`config.mk`:
```
export PLATFORM = sky130hd
export DESIGN_NAME = nest_irq_ctrl
export DESIGN_NICKNAME = d
export VERILOG_FILES = /design/src/rtl/nic_pkg.sv /design/src/rtl/nic_cfg_regs.sv /design/src/rtl/nic_min_pick.sv /design/src/rtl/nest_irq_ctrl.sv
export SDC_FILE = /design/constraint.sdc
export NUM_CORES = 1
export LEC_CHECK = 0
export ABC_AREA = 1
export BUFFER_PORTS_ARGS = -buffer_cell sky130_fd_sc_hd__clkbuf_2
export CAP_MARGIN = 20
export CORE_MARGIN = 10
export CORE_UTILIZATION = 45
export CTS_BUF_LIST = sky130_fd_sc_hd__clkbuf_4
export CTS_CLUSTER_DIAMETER = 30
export DETAILED_ROUTE_END_ITERATION = 10
export GPL_ROUTABILITY_DRIVEN = 0
export PLACE_DENSITY = 0.65
export SYNTH_ARGS = -nofsm -noshare
export SYNTH_HDL_FRONTEND = slang
export SYNTH_SLANG_ARGS = --single-unit
export TNS_END_PERCENT = 10
```
`constraint.sdc`:
```
create_clock -name clk -period 27.2 [get_ports clk]
set_input_delay 2.72 -clock clk [delete_from_list [all_inputs] [get_ports clk]]
set_output_delay 2.72 -clock clk [all_outputs]
set_load 0.1 [all_outputs]
```
`src/rtl/nic_pkg.sv`:
```
package nic_pkg;
    parameter int unsigned PRIO_W = 3;
    parameter int unsigned CFG_W  = PRIO_W + 2;

    typedef struct packed {
        logic [PRIO_W-1:0] prio;
        logic              mask;
        logic              sfn;
    } src_cfg_t;
endpackage

```
`src/rtl/nic_cfg_regs.sv`:
```
module nic_cfg_regs
    import nic_pkg::*;
#(
    parameter int unsigned N_MASK = 11,
    parameter int unsigned N_SFN  = 2,
    parameter int unsigned ADDR_W = 4
) (
    input  logic              clk,
    input  logic              rst_n,
    input  logic              we_i,
    input  logic [ADDR_W-1:0] addr_i,
    input  logic [CFG_W-1:0]  wdata_i,
    output src_cfg_t          cfg_o [N_MASK]
);
    src_cfg_t cfg_d [N_MASK];
    src_cfg_t cfg_q [N_MASK];

    always_comb begin
        for (int i = 0; i < N_MASK; i++) begin
            cfg_d[i] = cfg_q[i];
            if (we_i && addr_i == ADDR_W'(i)) begin
                cfg_d[i].prio = wdata_i[PRIO_W-1:0];
                cfg_d[i].mask = wdata_i[PRIO_W];
                cfg_d[i].sfn  = (i < N_SFN) ? wdata_i[PRIO_W+1] : 1'b0;
            end
        end
    end

    always_ff @(posedge clk or negedge rst_n) begin
        if (!rst_n) begin
            for (int i = 0; i < N_MASK; i++) begin
                cfg_q[i] <= '{prio: '1, mask: 1'b1, sfn: 1'b0};
            end
        end else begin
            for (int i = 0; i < N_MASK; i++) begin
                cfg_q[i] <= cfg_d[i];
            end
        end
    end

    assign cfg_o = cfg_q;
endmodule

```
`src/rtl/nic_min_pick.sv`:
```
module nic_min_pick #(
    parameter int unsigned N  = 12,
    parameter int unsigned RW = 4,
    parameter int unsigned IW = 4
) (
    input  logic [N-1:0]  valid_i,
    input  logic [RW-1:0] rank_i [N],
    output logic          found_o,
    output logic [IW-1:0] idx_o
);
    logic [RW-1:0] best;

    // Strict compare keeps the first (lowest) index on equal rank.
    always_comb begin
        found_o = 1'b0;
        idx_o   = '0;
        best    = '1;
        for (int i = 0; i < N; i++) begin
            if (valid_i[i] && (!found_o || rank_i[i] < best)) begin
                found_o = 1'b1;
                best    = rank_i[i];
                idx_o   = IW'(i);
            end
        end
    end
endmodule

```
`src/rtl/nest_irq_ctrl.sv`:
```
module nest_irq_ctrl
    import nic_pkg::*;
#(
    parameter int unsigned N_MASK    = 11,
    parameter int unsigned N_SFN     = 2,
    parameter int unsigned ADDR_W    = 4,
    parameter logic [7:0]  TYPE_BASE = 8'h20,
    parameter logic [7:0]  NMI_TYPE  = 8'h02
) (
    input  logic              clk,
    input  logic              rst_n,
    input  logic [N_MASK-1:0] req_i,
    input  logic              nmi_i,
    input  logic              cfg_we_i,
    input  logic [ADDR_W-1:0] cfg_addr_i,
    input  logic [CFG_W-1:0]  cfg_wdata_i,
    output logic              irq_o,
    output logic [7:0]        irq_type_o,
    input  logic              ack_i,
    input  logic              eoi_i
);
    localparam int unsigned NSRC    = N_MASK + 1;
    localparam int unsigned NMI_IDX = N_MASK;
    localparam int unsigned IDX_W   = $clog2(NSRC);
    localparam int unsigned RANK_W  = PRIO_W + 1;

    typedef struct packed {
        logic [NSRC-1:0]  isr;
        logic             nmi_pend;
        logic             nmi_prev;
        logic             irq;
        logic [IDX_W-1:0] cand;
        logic [7:0]       typ;
    } state_t;

    state_t st_d, st_q;

    src_cfg_t          cfg [N_MASK];
    logic [RANK_W-1:0] rank [NSRC];
    logic [NSRC-1:0]   pend;
    logic [NSRC-1:0]   sfn_on;
    logic [NSRC-1:0]   elig;
    logic [RANK_W-1:0] thr;
    logic              win_found, top_found;
    logic [IDX_W-1:0]  win_idx, top_idx;

    nic_cfg_regs #(
        .N_MASK (N_MASK),
        .N_SFN  (N_SFN),
        .ADDR_W (ADDR_W)
    ) i_cfg (
        .clk     (clk),
        .rst_n   (rst_n),
        .we_i    (cfg_we_i),
        .addr_i  (cfg_addr_i),
        .wdata_i (cfg_wdata_i),
        .cfg_o   (cfg)
    );

    // Rank 0 belongs to NMI; maskable sources sit at 1 + programmed priority.
    always_comb begin
        for (int i = 0; i < N_MASK; i++) begin
            rank[i]   = RANK_W'(cfg[i].prio) + RANK_W'(1);
            pend[i]   = req_i[i] && !cfg[i].mask;
            sfn_on[i] = cfg[i].sfn;
        end
        rank[NMI_IDX]   = '0;
        pend[NMI_IDX]   = st_q.nmi_pend;
        sfn_on[NMI_IDX] = 1'b0;
    end

    // Most urgent entry in service: threshold for nesting and EOI target.
    nic_min_pick #(
        .N  (NSRC),
        .RW (RANK_W),
        .IW (IDX_W)
    ) i_top_pick (
        .valid_i (st_q.isr),
        .rank_i  (rank),
        .found_o (top_found),
        .idx_o   (top_idx)
    );

    assign thr = top_found ? rank[top_idx] : '1;

    always_comb begin
        for (int i = 0; i < NSRC; i++) begin
            elig[i] = pend[i] &&
                      ((!st_q.isr[i] && rank[i] < thr) ||
                       (sfn_on[i] && rank[i] <= thr));
        end
    end

    nic_min_pick #(
        .N  (NSRC),
        .RW (RANK_W),
        .IW (IDX_W)
    ) i_win_pick (
        .valid_i (elig),
        .rank_i  (rank),
        .found_o (win_found),
        .idx_o   (win_idx)
    );

    always_comb begin
        logic took;
        st_d = st_q;
        took = ack_i && st_q.irq;

        st_d.nmi_prev = nmi_i;
        if (took && st_q.cand == IDX_W'(NMI_IDX)) begin
            st_d.nmi_pend = 1'b0;
        end
        if (nmi_i && !st_q.nmi_prev) begin
            st_d.nmi_pend = 1'b1;
        end

        if (eoi_i && top_found) begin
            st_d.isr[top_idx] = 1'b0;
        end
        if (took) begin
            st_d.isr[st_q.cand] = 1'b1;
        end

        // Withdraw for one cycle after acceptance so the winner is
        // re-evaluated against the updated in-service set.
        st_d.irq = win_found && !took;
        if (win_found) begin
            st_d.cand = win_idx;
            st_d.typ  = (win_idx == IDX_W'(NMI_IDX)) ? NMI_TYPE
                                                     : TYPE_BASE + 8'(win_idx);
        end
    end

    always_ff @(posedge clk or negedge rst_n) begin
        if (!rst_n) begin
            st_q <= '0;
        end else begin
            st_q <= st_d;
        end
    end

    assign irq_o      = st_q.irq;
    assign irq_type_o = st_q.typ;
endmodule

```
Word-level counts from Yosys, hierarchy flattened
Cells that the tools add are included.

Add/sub/neg operators: 12. Magnitude comparators: 41. Equal/unequal tests: 12. Muxes and demuxes: 81. Bitwise operators: 4. Reductions and logical operators: 150.

Operator list (number): 4-bit 2-to-1 mux (33); 4-bit < comparator (31); 1-bit logical AND (77); 1-bit zero test (47); 3-bit by 1-bit adder with 4-bit output, second input constant (11); 1-bit 2-to-1 mux (30); 1-bit logical OR (24); 12-bit 2-to-1 mux (2); 3-bit 2-to-1 mux (8); 4-bit equality test, second input constant (5); 4-bit binary-select mux with 4-bit select (1); 4-bit by 3-bit equality test with 1-bit output, second input constant (4); 12-bit bitwise AND (1); 1-bit by 4-bit < comparator with 1-bit output, first input constant (3); 12-bit inverter (1); 12-bit OR (1); 4-bit by 5-bit < comparator with 1-bit output, second input constant (2); 1-bit demux with 4-bit select (2); 4-bit by 2-bit equality test with 1-bit output, second input constant (2); 4-bit by 1-bit greater-or-equal comparator with 1-bit output, second input constant (2); 4-bit <= comparator (2); 2-bit 2-to-1 mux (4); 6-bit by 4-bit adder with 7-bit output, first input constant (1); 7-bit 2-to-1 mux (1); other kinds (5) (5).

Flip-flop bits (word level): 73. Word-level logic and storage cells: 330.

Depth between registers and ports, before layout
Depth in word-level cells: 102. Gate-level depth with buffers: 203. Gate-level depth less buffers: 201.

Modules after synthesis
From an unflattened synthesis, not the netlist that was laid out.

Cell total of the unflattened synthesis: 1584. Area total of the unflattened synthesis: 9391.5 µm².

Modules (own cells, without submodules): nic_min_pick (times used 2, cells each 405, area an instance 1998.2 µm²); nest_irq_ctrl (times used 1, cells each 529, area an instance 3301.9 µm²); nic_cfg_regs (times used 1, cells each 245, area an instance 2093.3 µm²).

Least setup slack after synthesis
No wires, ideal clock.

Path type: reg-to-reg. Start: register i_cfg.cfg_q (netlist bit i_cfg.cfg_o[52]). End: register st_q[8] (netlist name). Setup time: 0.137 ns. Arrival: 21.718 ns. Data required time: 27.063 ns. Setup slack: 5.345 ns. Cell stages (with the launch flop): 154. Cell sequence: dfstp_2 ha_1 xor2_1 nor2_1 ha_1 nand2_1 a21oi_1 nand2_1 nand2_1 nand2_1 nand2_1 inv_1 o21ai_0 ha_1 nand2_1 nand2_1 nand2_1 nand2_1 (+118 left out) nand2_2 o21ai_0 ha_1 a21oi_1 nand2_1 nand2_2 nand2_2 o21ai_0 ha_1 a21oi_1 nand2_1 nand2_2 nand2_1 nand2_1 nand2_1 nand2_2 buf_6 o211ai_1.

Longest elaborated chain between the ends: 100.

Ends and longest elaborated chain: start: declaration (line nic_cfg_regs.sv:16) `src_cfg_t cfg_q [N_MASK];`; start signal: indexed assignment (line nic_cfg_regs.sv:32) `cfg_q[i] <= '{prio: '1, mask: 1'b1, sfn: 1'b0};`; start signal: indexed assignment (line nic_cfg_regs.sv:36) `cfg_q[i] <= cfg_d[i];`; 3-bit by 1-bit adder with 4-bit output (*) (line nest_irq_ctrl.sv:63) `rank[i] = RANK_W'(cfg[i].prio) + RANK_W'(1);`; 4-bit 2-to-1 mux (line nic_min_pick.sv:19) `if (valid_i[i] && (!found_o || rank_i[i] < best)) begin`; 4-bit < comparator (line nic_min_pick.sv:19); 1-bit logical OR (line nic_min_pick.sv:19); 1-bit logical AND (line nic_min_pick.sv:19); 4-bit 2-to-1 mux or 1-bit 2-to-1 mux (tied branches) (line nic_min_pick.sv:19); 4-bit < comparator or 1-bit zero test (tied branches) (line nic_min_pick.sv:19); 1-bit logical OR (line nic_min_pick.sv:19); (+84 left out); 4-bit < comparator or 1-bit zero test (tied branches) (line nic_min_pick.sv:19); 1-bit logical OR (line nic_min_pick.sv:19); 1-bit logical AND (line nic_min_pick.sv:19); 4-bit 2-to-1 mux or 1-bit 2-to-1 mux (tied branches) (line nic_min_pick.sv:19); 1-bit by 4-bit < comparator with 1-bit output or 1-bit zero test (tied branches) (line nic_min_pick.sv:19); 1-bit logical OR (line nic_min_pick.sv:19); 1-bit logical AND (line nic_min_pick.sv:19); 4-bit 2-to-1 mux or 1-bit 2-to-1 mux (tied branches) (line nic_min_pick.sv:19); end signal: assignment (line nest_irq_ctrl.sv:139) `st_q <= st_d;`; end: declaration (line nest_irq_ctrl.sv:36) `state_t st_d, st_q;`.

Every way passes the cells marked *; elsewhere a longest branch is shown, timed or not. The select of a mux whose other input is x is not followed. A chain may end at the register's enable or synchronous reset.

Final worst setup path
Start: register i_cfg.cfg_q (netlist bit i_cfg.cfg_o[52]). End: register st_q (netlist bit irq_type_o[1]).

Longest elaborated chain between the ends: 102.

Ends and longest elaborated chain: 3-bit by 1-bit adder with 4-bit output (*) (line nest_irq_ctrl.sv:63); 4-bit 2-to-1 mux (line nic_min_pick.sv:19); 4-bit < comparator (line nic_min_pick.sv:19); 1-bit logical OR (line nic_min_pick.sv:19); 1-bit logical AND (line nic_min_pick.sv:19); 4-bit 2-to-1 mux or 1-bit 2-to-1 mux (tied branches) (line nic_min_pick.sv:19); 4-bit < comparator or 1-bit zero test (tied branches) (line nic_min_pick.sv:19); 1-bit logical OR (line nic_min_pick.sv:19); (+86 left out); 1-bit logical AND (line nic_min_pick.sv:19); 4-bit 2-to-1 mux or 1-bit 2-to-1 mux (tied branches) (line nic_min_pick.sv:19); 1-bit by 4-bit < comparator with 1-bit output or 1-bit zero test (tied branches) (line nic_min_pick.sv:19); 1-bit logical OR (line nic_min_pick.sv:19); 1-bit logical AND (line nic_min_pick.sv:19); 4-bit 2-to-1 mux (line nic_min_pick.sv:19); 6-bit by 4-bit adder with 7-bit output or 4-bit equality test (tied branches) (line nest_irq_ctrl.sv:131, nest_irq_ctrl.sv:130); 7-bit 2-to-1 mux (line nest_irq_ctrl.sv:130) `st_d.typ = (win_idx == IDX_W'(NMI_IDX)) ? NMI_TYPE`.

Marked as above.

==> impl_results.md <==
* Outcome: completed
* M3 GR Usage at 0.0397
* Primary FF master, synth: dfstp_2
* Initial antenna violation count at 0
* Largest cells by area after synthesis: ha_1 18%, nand2_1 16%, dfstp_2 16%
* Final hold vios at 0
* Setup crit end kind: flop
* GRT Util Overall at 0.204
* WP data arrival at 24.95 ns
* First-pass GRT wire length at 35900 um
* Sequential area share after synthesis at 0.244
* Cell accounting for the most synthesized area: ha_1
* Die Height at 147 um
* Final net count at 1233
* Antenna-violating nets left at 0
* Slew HR at 0.393
* Top Ports at 35
* Post_cts resized at 0
* Core area at 0.0159 mm2
* Synth warn at 0
* Inserted Diodes at 0
* Root buffer cell: clkbuf_4
* Max stage delay on crit path at 0.62 ns
* CP most frequent cell: nand2_1
* Distinct cells, synth at 42
* Worst-margin pin slew at 0.911 ns
* H-tree depth at 3
* Placed wire-length estimate at 17000 um
* Worst Hold Class: reg -> reg
* Worst-path clk slew at 0.12 ns
* Slowest library cell on the worst path: dfstp_2
* Via-to-Cell Ratio at 5.40
* Initial DRC Count at 610
* Post-CTS Setup Bufs at 0
* CP startpoint: i_cfg.cfg_o[52]$_DFFE_PN1P_
* Max frequency at 40.6 MHz
* Placement Cell Area at 0.00769 mm2
* Vias in the first global route at 6851
* Starting Density at 0.460
* DR vias at 7144
* R2R Path End: irq_type_o[1]$_DFFE_PN0P_
* Clock sinks at 69
* Clock latency at the later pin of the worst-skew pair at 0.48 ns
* DRC viols at 0
* Inserted Clock Buffers at 9
* RSZ-0062 raised after global routing: false
* FP Rows at 46
* Data required time of the worst path at 27.53 ns
* Slew Limit Fails at 0
* Pre-antenna DRT Iters at 5
* Crit path to: irq_type_o[1]$_DFFE_PN0P_
* Ys async rst share at 1.00
* Fin crit period at 24.61 ns
* Clock Tree Buf Depth at 2
* Largest net degree at the start of global routing at 70
* Hold Slack at 0.443 ns
* Avg Cell Area, Syn at 6.85 um2
* Die extent in x at 147 um
* Mapped Area at 0.00731 mm2
* Setup TNS at 0 ns
* CTS tree: done
* Post-synth top area share at 0.180
* R2r startpoint: i_cfg.cfg_o[52]$_DFFE_PN1P_
* Total gr overflow at 0
* Final core utilization at 0.495
* Top Usage Layer GRT: met2
* # hold bufs at CTS at 0
* Register bit total from synthesis at 69
* Buffers on Ports at 31
* Grt met2 use at 0.314
* Reg2reg setup slack at 2.59 ns
* Post-route clock skew at 0.0301 ns
* Post-synth top cells: 316 x nand2_1, 145 x o21ai_0, 137 x inv_1, 105 x ha_1, 60 x nand3_1
* Wire per inst at 16.7 um
* Max Cap Violations at 0
* Setup-failing EPs final at 0
* Layout cells sized above 1 at 0.143
* Worst Reg-to-Reg Cells at 165
* Cells after synthesis at 1068
* Fin area at 0.00786 mm2
* Setup crit start kind: flop
* Routed WL at 22100 um
* Die area at 0.0218 mm2
* CP Max Fanout at 12
* Area grow syn2layout at 7.43%
* Tcrit/Tclk final at 0.905
* Top-count cell post-synth: nand2_1
* Number of synthesized flops with an enable pin at 0
* GR Layer Usage met1 at 0.278
* Crit Path Class: reg -> reg
==> registers in the layout, summed over array words and instances, names as in the netlist <==
register,flops
st_q,17
irq_o,1
irq_type_o,4
i_cfg.cfg_o,46
pend,1
==> worst min-delay path by stage <==
stage                       start              endpoint  slack [ns]  cells past startpoint
2_1_floorplan  st_q[13]$_DFF_PN0_  pend[11]$_DFFE_PN0P_        0.40                      1
3_3_place_gp   st_q[13]$_DFF_PN0_  pend[11]$_DFFE_PN0P_        0.41                      1
3_5_place_dp   st_q[13]$_DFF_PN0_  pend[11]$_DFFE_PN0P_        0.43                      1
4_1_cts        st_q[13]$_DFF_PN0_  pend[11]$_DFFE_PN0P_        0.44                      1
5_1_grt        st_q[13]$_DFF_PN0_  pend[11]$_DFFE_PN0P_        0.45                      1
6_report       st_q[13]$_DFF_PN0_  pend[11]$_DFFE_PN0P_        0.44                      1
==> layout make-up <==
class                           count  area (um2)
Clock buffer                       10        75.1
Tap cell                          216         270
Timing Repair Buffer               36         189
Inverter                          138         518
Multi-Input combinational cell    848        4930
Sequential cell                    69        1780
Clock inverter                      6        87.6
Fill cell                        1714        8030
==> kinds of logic after synthesis <==
kind of cell	synth area share
AND/OR/NAND/NOR	0.307
AO/OA/AOI/OAI	0.170
buffers and inverters	0.0849
adder cells (fa/ha/maj)	0.180
flip-flops	0.244
XOR/XNOR	0.0132
other	0.000513
multiplexers	0.00137
==> metal layers <==
metal  vias up  routed length [um]
met5         -                   0
met1      3269               10600
met3        46                1380
met4         0                 580
met2       208                9520
li1       3621                   -
==> critical path: cells and delay by family (launching register included) <==
kind	cells	cell delay, ns
flops	1	0.62
buf+inv	5	0.41
fa+ha+maj	22	6.44
simple gates	97	7.96
compound gates	40	8.65
xor+xnor	1	0.39
==> stage by stage <==
stage | std cells | worst slack (ns)
floorplan | 1070 | 5.34
CTS | 1322 | 2.84
detailed placement | 1306 | 2.93
global placement | 1306 | 3.20
finish | 1323 | 2.59
global route | 1323 | 0.00607
==> cells in the final DEF (no fill, tap or decap), drive strengths merged, types with 2 or more instances in the layout <==
cell and n:
o31ai 4, o21a 2, dfrtp 25, dfstp 44, ha 105, o21ai 145, inv 138, nand3b 6
o22ai 4, nand3 63, clkinv 4, or2 8, buf 5, xor2 4, o211ai 9, nor3b 3
bufinv 2, nor3 2, nand2 363, a2111oi 2, a211oi 9, a31oi 2, clkbuf 41, nand4 8
a22oi 5, xnor2 7, nor2 47, conb 3, a21oi 40
Power is not shown: default switching activity piles up to over one toggle a cycle in this logic, so the estimate is an artifact.
